### src/rtl/softmute_pkg.sv
// Shared constants for the soft-mute controller.
// Assumes a stereo stream: channel 0 is left, channel 1 is right.
package softmute_pkg;
    localparam int NUM_CH = 2;
    localparam int CH_L   = 0;
    localparam int CH_R   = 1;

    // Unity gain code for a gain of the given width.
    function automatic int unity_code(input int gain_w);
        return 2 ** (gain_w - 1);
    endfunction
endpackage

### src/rtl/smc_mute_sync.sv
// Two-flop synchroniser for the asynchronous mute pin.
// Assumes the pin is quasi-static with respect to the sample rate.
// Resets to 1 (not muted).
module smc_mute_sync (
    input  logic clk,
    input  logic rst_n,
    input  logic pin_n,
    output logic sync_n
);
    logic meta_q;
    logic sync_q;

    // Shift the pin level through two flops.
    always_ff @(posedge clk) begin
        if (!rst_n) begin
            meta_q <= 1'b1;
            sync_q <= 1'b1;
        end else begin
            meta_q <= pin_n;
            sync_q <= meta_q;
        end
    end

    assign sync_n = sync_q;
endmodule

### src/rtl/smc_clk_monitor.sv
// Bit-clock watchdog: counts master-clock cycles since the last
// bit-clock edge pulse. When the count reaches LOSS_CYCLES, the clock
// is reported lost until the next edge pulse.
// Assumes edge pulses are already synchronised to clk.
module smc_clk_monitor #(
    parameter int LOSS_CYCLES = 4096
) (
    input  logic clk,
    input  logic rst_n,
    input  logic bclk_edge,
    output logic clk_lost
);
    localparam int CW = $clog2(LOSS_CYCLES + 1);
    localparam logic [CW-1:0] LIMIT = CW'(LOSS_CYCLES);

    logic [CW-1:0] idle_cnt;

    // Clear on every edge, otherwise count up and saturate at the limit.
    always_ff @(posedge clk) begin
        if (!rst_n) begin
            idle_cnt <= '0;
        end else if (bclk_edge) begin
            idle_cnt <= '0;
        end else if (idle_cnt != LIMIT) begin
            idle_cnt <= idle_cnt + 1'b1;
        end
    end

    assign clk_lost = (idle_cnt == LIMIT);
endmodule

### src/rtl/smc_gain_ramp.sv
// Shared gain register. While muting, each sample strobe lowers the
// gain by a fixed step, ending exactly at zero after RAMP_STEPS strobes.
// When not muting, the gain returns to unity at once.
// Unity is 2^(GAIN_W-1). The step is floor(unity/RAMP_STEPS), so the
// first step from unity also absorbs the division remainder.
module smc_gain_ramp #(
    parameter int GAIN_W     = 16,
    parameter int RAMP_STEPS = 800
) (
    input  logic              clk,
    input  logic              rst_n,
    input  logic              sample_strobe,
    input  logic              mute_req,
    output logic [GAIN_W-1:0] gain,
    output logic [GAIN_W-1:0] gain_next
);
    localparam int ONE_I  = softmute_pkg::unity_code(GAIN_W);
    localparam int STEP_I = ONE_I / RAMP_STEPS;
    localparam int TOP_I  = STEP_I * RAMP_STEPS;
    localparam logic [GAIN_W-1:0] ONE  = GAIN_W'(ONE_I);
    localparam logic [GAIN_W-1:0] STEP = GAIN_W'(STEP_I);
    localparam logic [GAIN_W-1:0] TOP  = GAIN_W'(TOP_I);

    logic [GAIN_W-1:0] gain_q;

    // Select the gain that applies to the sample being strobed.
    always_comb begin
        if (!mute_req) begin
            gain_next = ONE;
        end else if (gain_q == ONE) begin
            gain_next = TOP - STEP;
        end else if (gain_q >= STEP) begin
            gain_next = gain_q - STEP;
        end else begin
            gain_next = '0;
        end
    end

    // Commit the new gain once per sample strobe.
    always_ff @(posedge clk) begin
        if (!rst_n) begin
            gain_q <= ONE;
        end else if (sample_strobe) begin
            gain_q <= gain_next;
        end
    end

    assign gain = gain_q;
endmodule

### src/rtl/smc_scaler.sv
// Combinational multiply of one signed sample by an unsigned gain.
// The product is divided by 2^(GAIN_W-1), rounding toward zero, and
// then clamped to the DATA_W range.
module smc_scaler #(
    parameter int DATA_W = 24,
    parameter int GAIN_W = 16
) (
    input  logic signed [DATA_W-1:0] din,
    input  logic        [GAIN_W-1:0] gain,
    output logic signed [DATA_W-1:0] dout
);
    localparam int PROD_W = DATA_W + GAIN_W + 1;
    localparam int SHIFT  = GAIN_W - 1;
    localparam logic signed [PROD_W-1:0] BIAS =
        {{(PROD_W-SHIFT){1'b0}}, {SHIFT{1'b1}}};
    localparam logic signed [PROD_W-1:0] MAXV =
        {{(PROD_W-DATA_W+1){1'b0}}, {(DATA_W-1){1'b1}}};
    localparam logic signed [PROD_W-1:0] MINV =
        {{(PROD_W-DATA_W+1){1'b1}}, {(DATA_W-1){1'b0}}};

    logic signed [PROD_W-1:0] prod;
    logic signed [PROD_W-1:0] biased;
    logic signed [PROD_W-1:0] scaled;

    // Multiply, bias negatives for truncation toward zero, shift and clamp.
    always_comb begin
        prod   = PROD_W'(din) * $signed({1'b0, gain});
        biased = prod[PROD_W-1] ? prod + BIAS : prod;
        scaled = biased >>> SHIFT;
        if (scaled > MAXV) begin
            dout = MAXV[DATA_W-1:0];
        end else if (scaled < MINV) begin
            dout = MINV[DATA_W-1:0];
        end else begin
            dout = scaled[DATA_W-1:0];
        end
    end
endmodule

### src/rtl/softmute_ctrl.sv
// Stereo soft-mute controller. A mute request comes from the
// synchronised active-low mute pin or from the bit-clock watchdog. It
// fades both channels to zero over RAMP_STEPS sample strobes. With no
// request, full gain applies on the next strobe. Outputs are registered
// and update one clock after each strobe.
// Assumes bclk_edge and sample_strobe are one-cycle pulses in the clk domain.
module softmute_ctrl #(
    parameter int DATA_W      = 24,
    parameter int GAIN_W      = 16,
    parameter int RAMP_STEPS  = 800,
    parameter int LOSS_CYCLES = 4096
) (
    input  logic              clk,
    input  logic              rst_n,
    input  logic              bclk_edge,
    input  logic              sample_strobe,
    input  logic              mute_n,
    input  logic [DATA_W-1:0] in_l,
    input  logic [DATA_W-1:0] in_r,
    output logic [DATA_W-1:0] out_l,
    output logic [DATA_W-1:0] out_r,
    output logic              out_valid,
    output logic              muted
);
    import softmute_pkg::*;

    logic              mute_sync_n;
    logic              clk_lost;
    logic              mute_req;
    logic [GAIN_W-1:0] gain;
    logic [GAIN_W-1:0] gain_next;

    logic [DATA_W-1:0] ch_in  [NUM_CH];
    logic [DATA_W-1:0] ch_mul [NUM_CH];
    logic [DATA_W-1:0] ch_q   [NUM_CH];

    smc_mute_sync u_sync (
        .clk    (clk),
        .rst_n  (rst_n),
        .pin_n  (mute_n),
        .sync_n (mute_sync_n)
    );

    smc_clk_monitor #(.LOSS_CYCLES(LOSS_CYCLES)) u_mon (
        .clk       (clk),
        .rst_n     (rst_n),
        .bclk_edge (bclk_edge),
        .clk_lost  (clk_lost)
    );

    assign mute_req = !mute_sync_n || clk_lost;

    smc_gain_ramp #(.GAIN_W(GAIN_W), .RAMP_STEPS(RAMP_STEPS)) u_ramp (
        .clk           (clk),
        .rst_n         (rst_n),
        .sample_strobe (sample_strobe),
        .mute_req      (mute_req),
        .gain          (gain),
        .gain_next     (gain_next)
    );

    assign ch_in[CH_L] = in_l;
    assign ch_in[CH_R] = in_r;

    for (genvar c = 0; c < NUM_CH; c++) begin : g_ch
        smc_scaler #(.DATA_W(DATA_W), .GAIN_W(GAIN_W)) u_scale (
            .din  (ch_in[c]),
            .gain (gain_next),
            .dout (ch_mul[c])
        );

        // Capture the scaled sample of this channel on each strobe.
        always_ff @(posedge clk) begin
            if (!rst_n) begin
                ch_q[c] <= '0;
            end else if (sample_strobe) begin
                ch_q[c] <= ch_mul[c];
            end
        end
    end

    // Register the update pulse and the zero-gain status.
    always_ff @(posedge clk) begin
        if (!rst_n) begin
            out_valid <= 1'b0;
            muted     <= 1'b0;
        end else begin
            out_valid <= sample_strobe;
            if (sample_strobe) begin
                muted <= (gain_next == '0);
            end
        end
    end

    assign out_l = ch_q[CH_L];
    assign out_r = ch_q[CH_R];
endmodule

### config.mk
export PLATFORM = sky130hd
export DESIGN_NAME = softmute_ctrl
export DESIGN_NICKNAME = d
export VERILOG_FILES = /design/src/rtl/softmute_pkg.sv /design/src/rtl/smc_mute_sync.sv /design/src/rtl/smc_clk_monitor.sv /design/src/rtl/smc_gain_ramp.sv /design/src/rtl/smc_scaler.sv /design/src/rtl/softmute_ctrl.sv
export SDC_FILE = /design/constraint.sdc
export NUM_CORES = 2
export LEC_CHECK = 0
export BUFFER_PORTS_ARGS = -buffer_cell sky130_fd_sc_hd__clkbuf_2
export CAP_MARGIN = 20
export CORE_MARGIN = 5
export CORE_UTILIZATION = 40
export DETAILED_ROUTE_END_ITERATION = 10
export SETUP_SLACK_MARGIN = 0.4
export SLEW_MARGIN = 30
export SYNTH_ARGS = -nofsm -noshare
export SYNTH_HDL_FRONTEND = slang
export SYNTH_SLANG_ARGS = --single-unit
### constraint.sdc
create_clock -name clk -period 9.4 [get_ports clk]
set_input_delay 0.94 -clock clk [delete_from_list [all_inputs] [get_ports clk]]
set_output_delay 0.94 -clock clk [all_outputs]
set_load 0.02 [all_outputs]
==> metrics.cfg <==
[timing]
finalCriticalPeriod_ps = 8670
tns_ps = 0
tightest_slew_ps = 688
period_share_pct = 92.2
slew_violations = 0
clock_skew_ps = 19.5
holdWs_ps = 438
hold_violations = 0
max_freq_mhz = 115
rsz0062_at_grt = yes
relSlewSlack_pct = 53.4
setup_viol = 0

[critical_path]
crit_path_top_delay_cell = fa_1
cp_slowest_stage_delay_ps = 530
cp.required_ps = 9650
cp.arrival_ps = 8920
r2r_cells = 31
critical_path_class = flip-flop to flip-flop
worst_setup_path_start_kind = flip-flop
critPathMaxFanout = 6
cp-end-kind = flip-flop
path_common_cell = fa_1

[synth]
synth_top_area_cell = fa_1
ys.flop_type = edfxtp_1
postSynthAreaPerCell_um2 = 8.72
synth_top_cell_area_share_pct = 45.2
seq_area_frac_synth_pct = 6.30
yosysWarnings = 0
synth_area_leaders = fa_1 (45%), inv_1 (10%), ha_1 (7.7%)
synth_common_cells = inv_1 (907), fa_1 (754), nand2_1 (562)
synthCells = 3828
synth_fp_nets = 4840
synthDistinctLibCells = 86
syn_area_um2 = 33400
ys_ff_latch = 81
async_flop_share_pct = 0
synth_edf_count = 48
yosys.cell_count.top_type = inv_1

[routing]
routed_wl_mm = 82.7
via_count = 25553
wl_per_cell_um = 16.6
drt_first_pass_iters = 5
ant_nets = 0
drt_iter0_drc = 1396
via_per_inst = 5.13
drc = 0

[finish]
syn2layout_area_growth_pct = 10.4
drive_above_1_share_pct = 10.6
nNetsFinal = 4905

[pwr]
total_power_mw = 5.88
ir_drop_mv = 0.146
leakage_nw = 18.1
power_density_nw_per_um2 = 160

[placed_design]
place.gp.congestion = 0.856
port_buffers = 102
post-dp-hpwl_mm = 67.3

[floorplanning]
row_count = 106
die_h_um = 299
die_width_um = 299
start_util_pct = 40.1
io_pins = 103
dieArea_um2 = 89300
coreArea_um2 = 83200

[clock_tree]
cts_buffer_depth = 2
cts_hold_buffers = 0
numCtsBuffers = 9
clk_pin_slew_worst_paths_ps = 80
cts.sinks = 81
cts-root-buf = clkbuf_16
clock_latency_ps = 390
cts_tree = built
htreeDepth = 3

[global_route]
grt_max_degree = 50
overflow = 0
antenna_found_initial = 5
track_usage_pct = 19.0
grt_first_pass_wirelength_mm = 139
grt_pass1_vias = 26885

[outcome]
status = complete, no violations

[run]
max-cap-violations = 0

[min_path]
worstHoldPathType = flip-flop to flip-flop
hold_depth = 1

-- cell usage in the layout, fill, tap and decap left out, types with 8 or more instances in the layout --
master	instances
ha_4	10
and2_1	312
edfxtp_1	48
xnor2_1	60
a22o_1	9
a21oi_1	86
dfxtp_1	32
nand2b_1	12
nor3_1	26
or3_1	8
ha_2	8
o31ai_1	8
fa_1	747
nand3_1	47
clkbuf_2	102
o21ai_1	33
xor2_1	43
a21oi_2	14
nor4_1	8
buf_4	99
and3_1	36
o21ai_0	43
o21ai_2	9
nor2_1	75
o211ai_1	12
o21a_1	14
ha_1	187
a21o_1	34
nor2_4	9
o21bai_1	9
nand4_1	21
buf_6	15
a31oi_1	9
clkbuf_16	9
a211oi_1	12
nand2_1	555
nor2b_1	13
inv_1	904
-- area by class of cell --
class / instances / area, um2
fill: 8230 / 46300
multi-input combinational: 2667 / 28100
inverter: 907 / 3410
sequential: 81 / 2100
timing repair buffer: 227 / 1620
tap: 1080 / 1350
clock buffer: 9 / 225
clock inverter: 7 / 67.6
antenna: 2 / 5.00
-- critical path: cells and delay by family (launching register included) --
family / cells / cell delay [ps]
AND/OR/NAND/NOR: 14 / 3630
buffers and inverters: 7 / 720
AO/OA/AOI/OAI: 3 / 710
flip-flops: 1 / 330
adder cells (fa/ha/maj): 7 / 3110
-- final timing paths --
path	startpoint	to	slack, ps
setup / recovery	u_ramp.gain[0]$_SDFFE_PN0P_	ch_q[1][14]$_SDFFCE_PN0P_	730
hold / removal	u_sync.meta_q$_SDFF_PN1_	u_sync.sync_n$_SDFF_PN1_	440
setup reg to reg	u_ramp.gain[0]$_SDFFE_PN0P_	ch_q[1][14]$_SDFFCE_PN0P_	730
hold reg to reg	u_sync.meta_q$_SDFF_PN1_	u_sync.sync_n$_SDFF_PN1_	440
-- report_power, final --
part / total (mW) / leakage (nW) / internal, mW / switching (mW)
Combinational: 4.94 / 17.2 / 1.99 / 2.95
Clock: 0.388 / 0.152 / 0.206 / 0.181
Sequential: 0.551 / 0.793 / 0.524 / 0.0268
Total: 5.88 / 18.1 / 2.72 / 3.16
-- per-stage QoR --
stage	cells	worst slack, ps	utilization, %	area [um2]
detailed placement	4919	123	42.6	35400
global placement	4918	191	42.5	35400
global route	4978	335	44.3	36800
CTS	4937	389	43.1	35800
finish	4980	732	44.3	36800
floorplan	3828	465	-	33400
-- per-layer routing --
layer / track usage, % / wire length, um / vias up
met3: 2.45 / 3880 / 65
met2: 32.5 / 41100 / 535
met5: 0 / 27 / -
met1: 26.3 / 36400 / 13273
met4: 3.84 / 1300 / 4
li1: - / - / 11676
-- registers in the layout, summed over array words and instances, names as in the netlist --
name            cells
u_sync.meta_q       1
u_ramp.gain        16
out_valid           1
u_mon.idle_cnt     13
ch_q               48
muted               1
u_sync.sync_n       1
-- kinds of logic (layout without fill, tap and decap cells) --
logic type | Yosys count | count (layout) | share of synthesized area (%)
flops | 81 | 81 | 6.30
simple gates | 1208 | 1208 | 17.8
mux | 10 | 10 | 0.315
fa+ha+maj | 959 | 959 | 52.9
buf+inv | 1080 | 1150 | 12.2
xor+xnor | 108 | 108 | 2.87
other cells | 0 | 2 | 0
compound gates | 382 | 382 | 7.68
-- repair_timing --
| action | in CTS | in global routing |
|---|---|---|
| pin swaps | 0 | 50 |
| buffers inserted | 1 | 40 |
| resized for setup | 16 | 182 |
| setup endpoints to repair | 38 | 48 |
| cloned | 1 | 1 |
(Power assumes the default switching activity.)
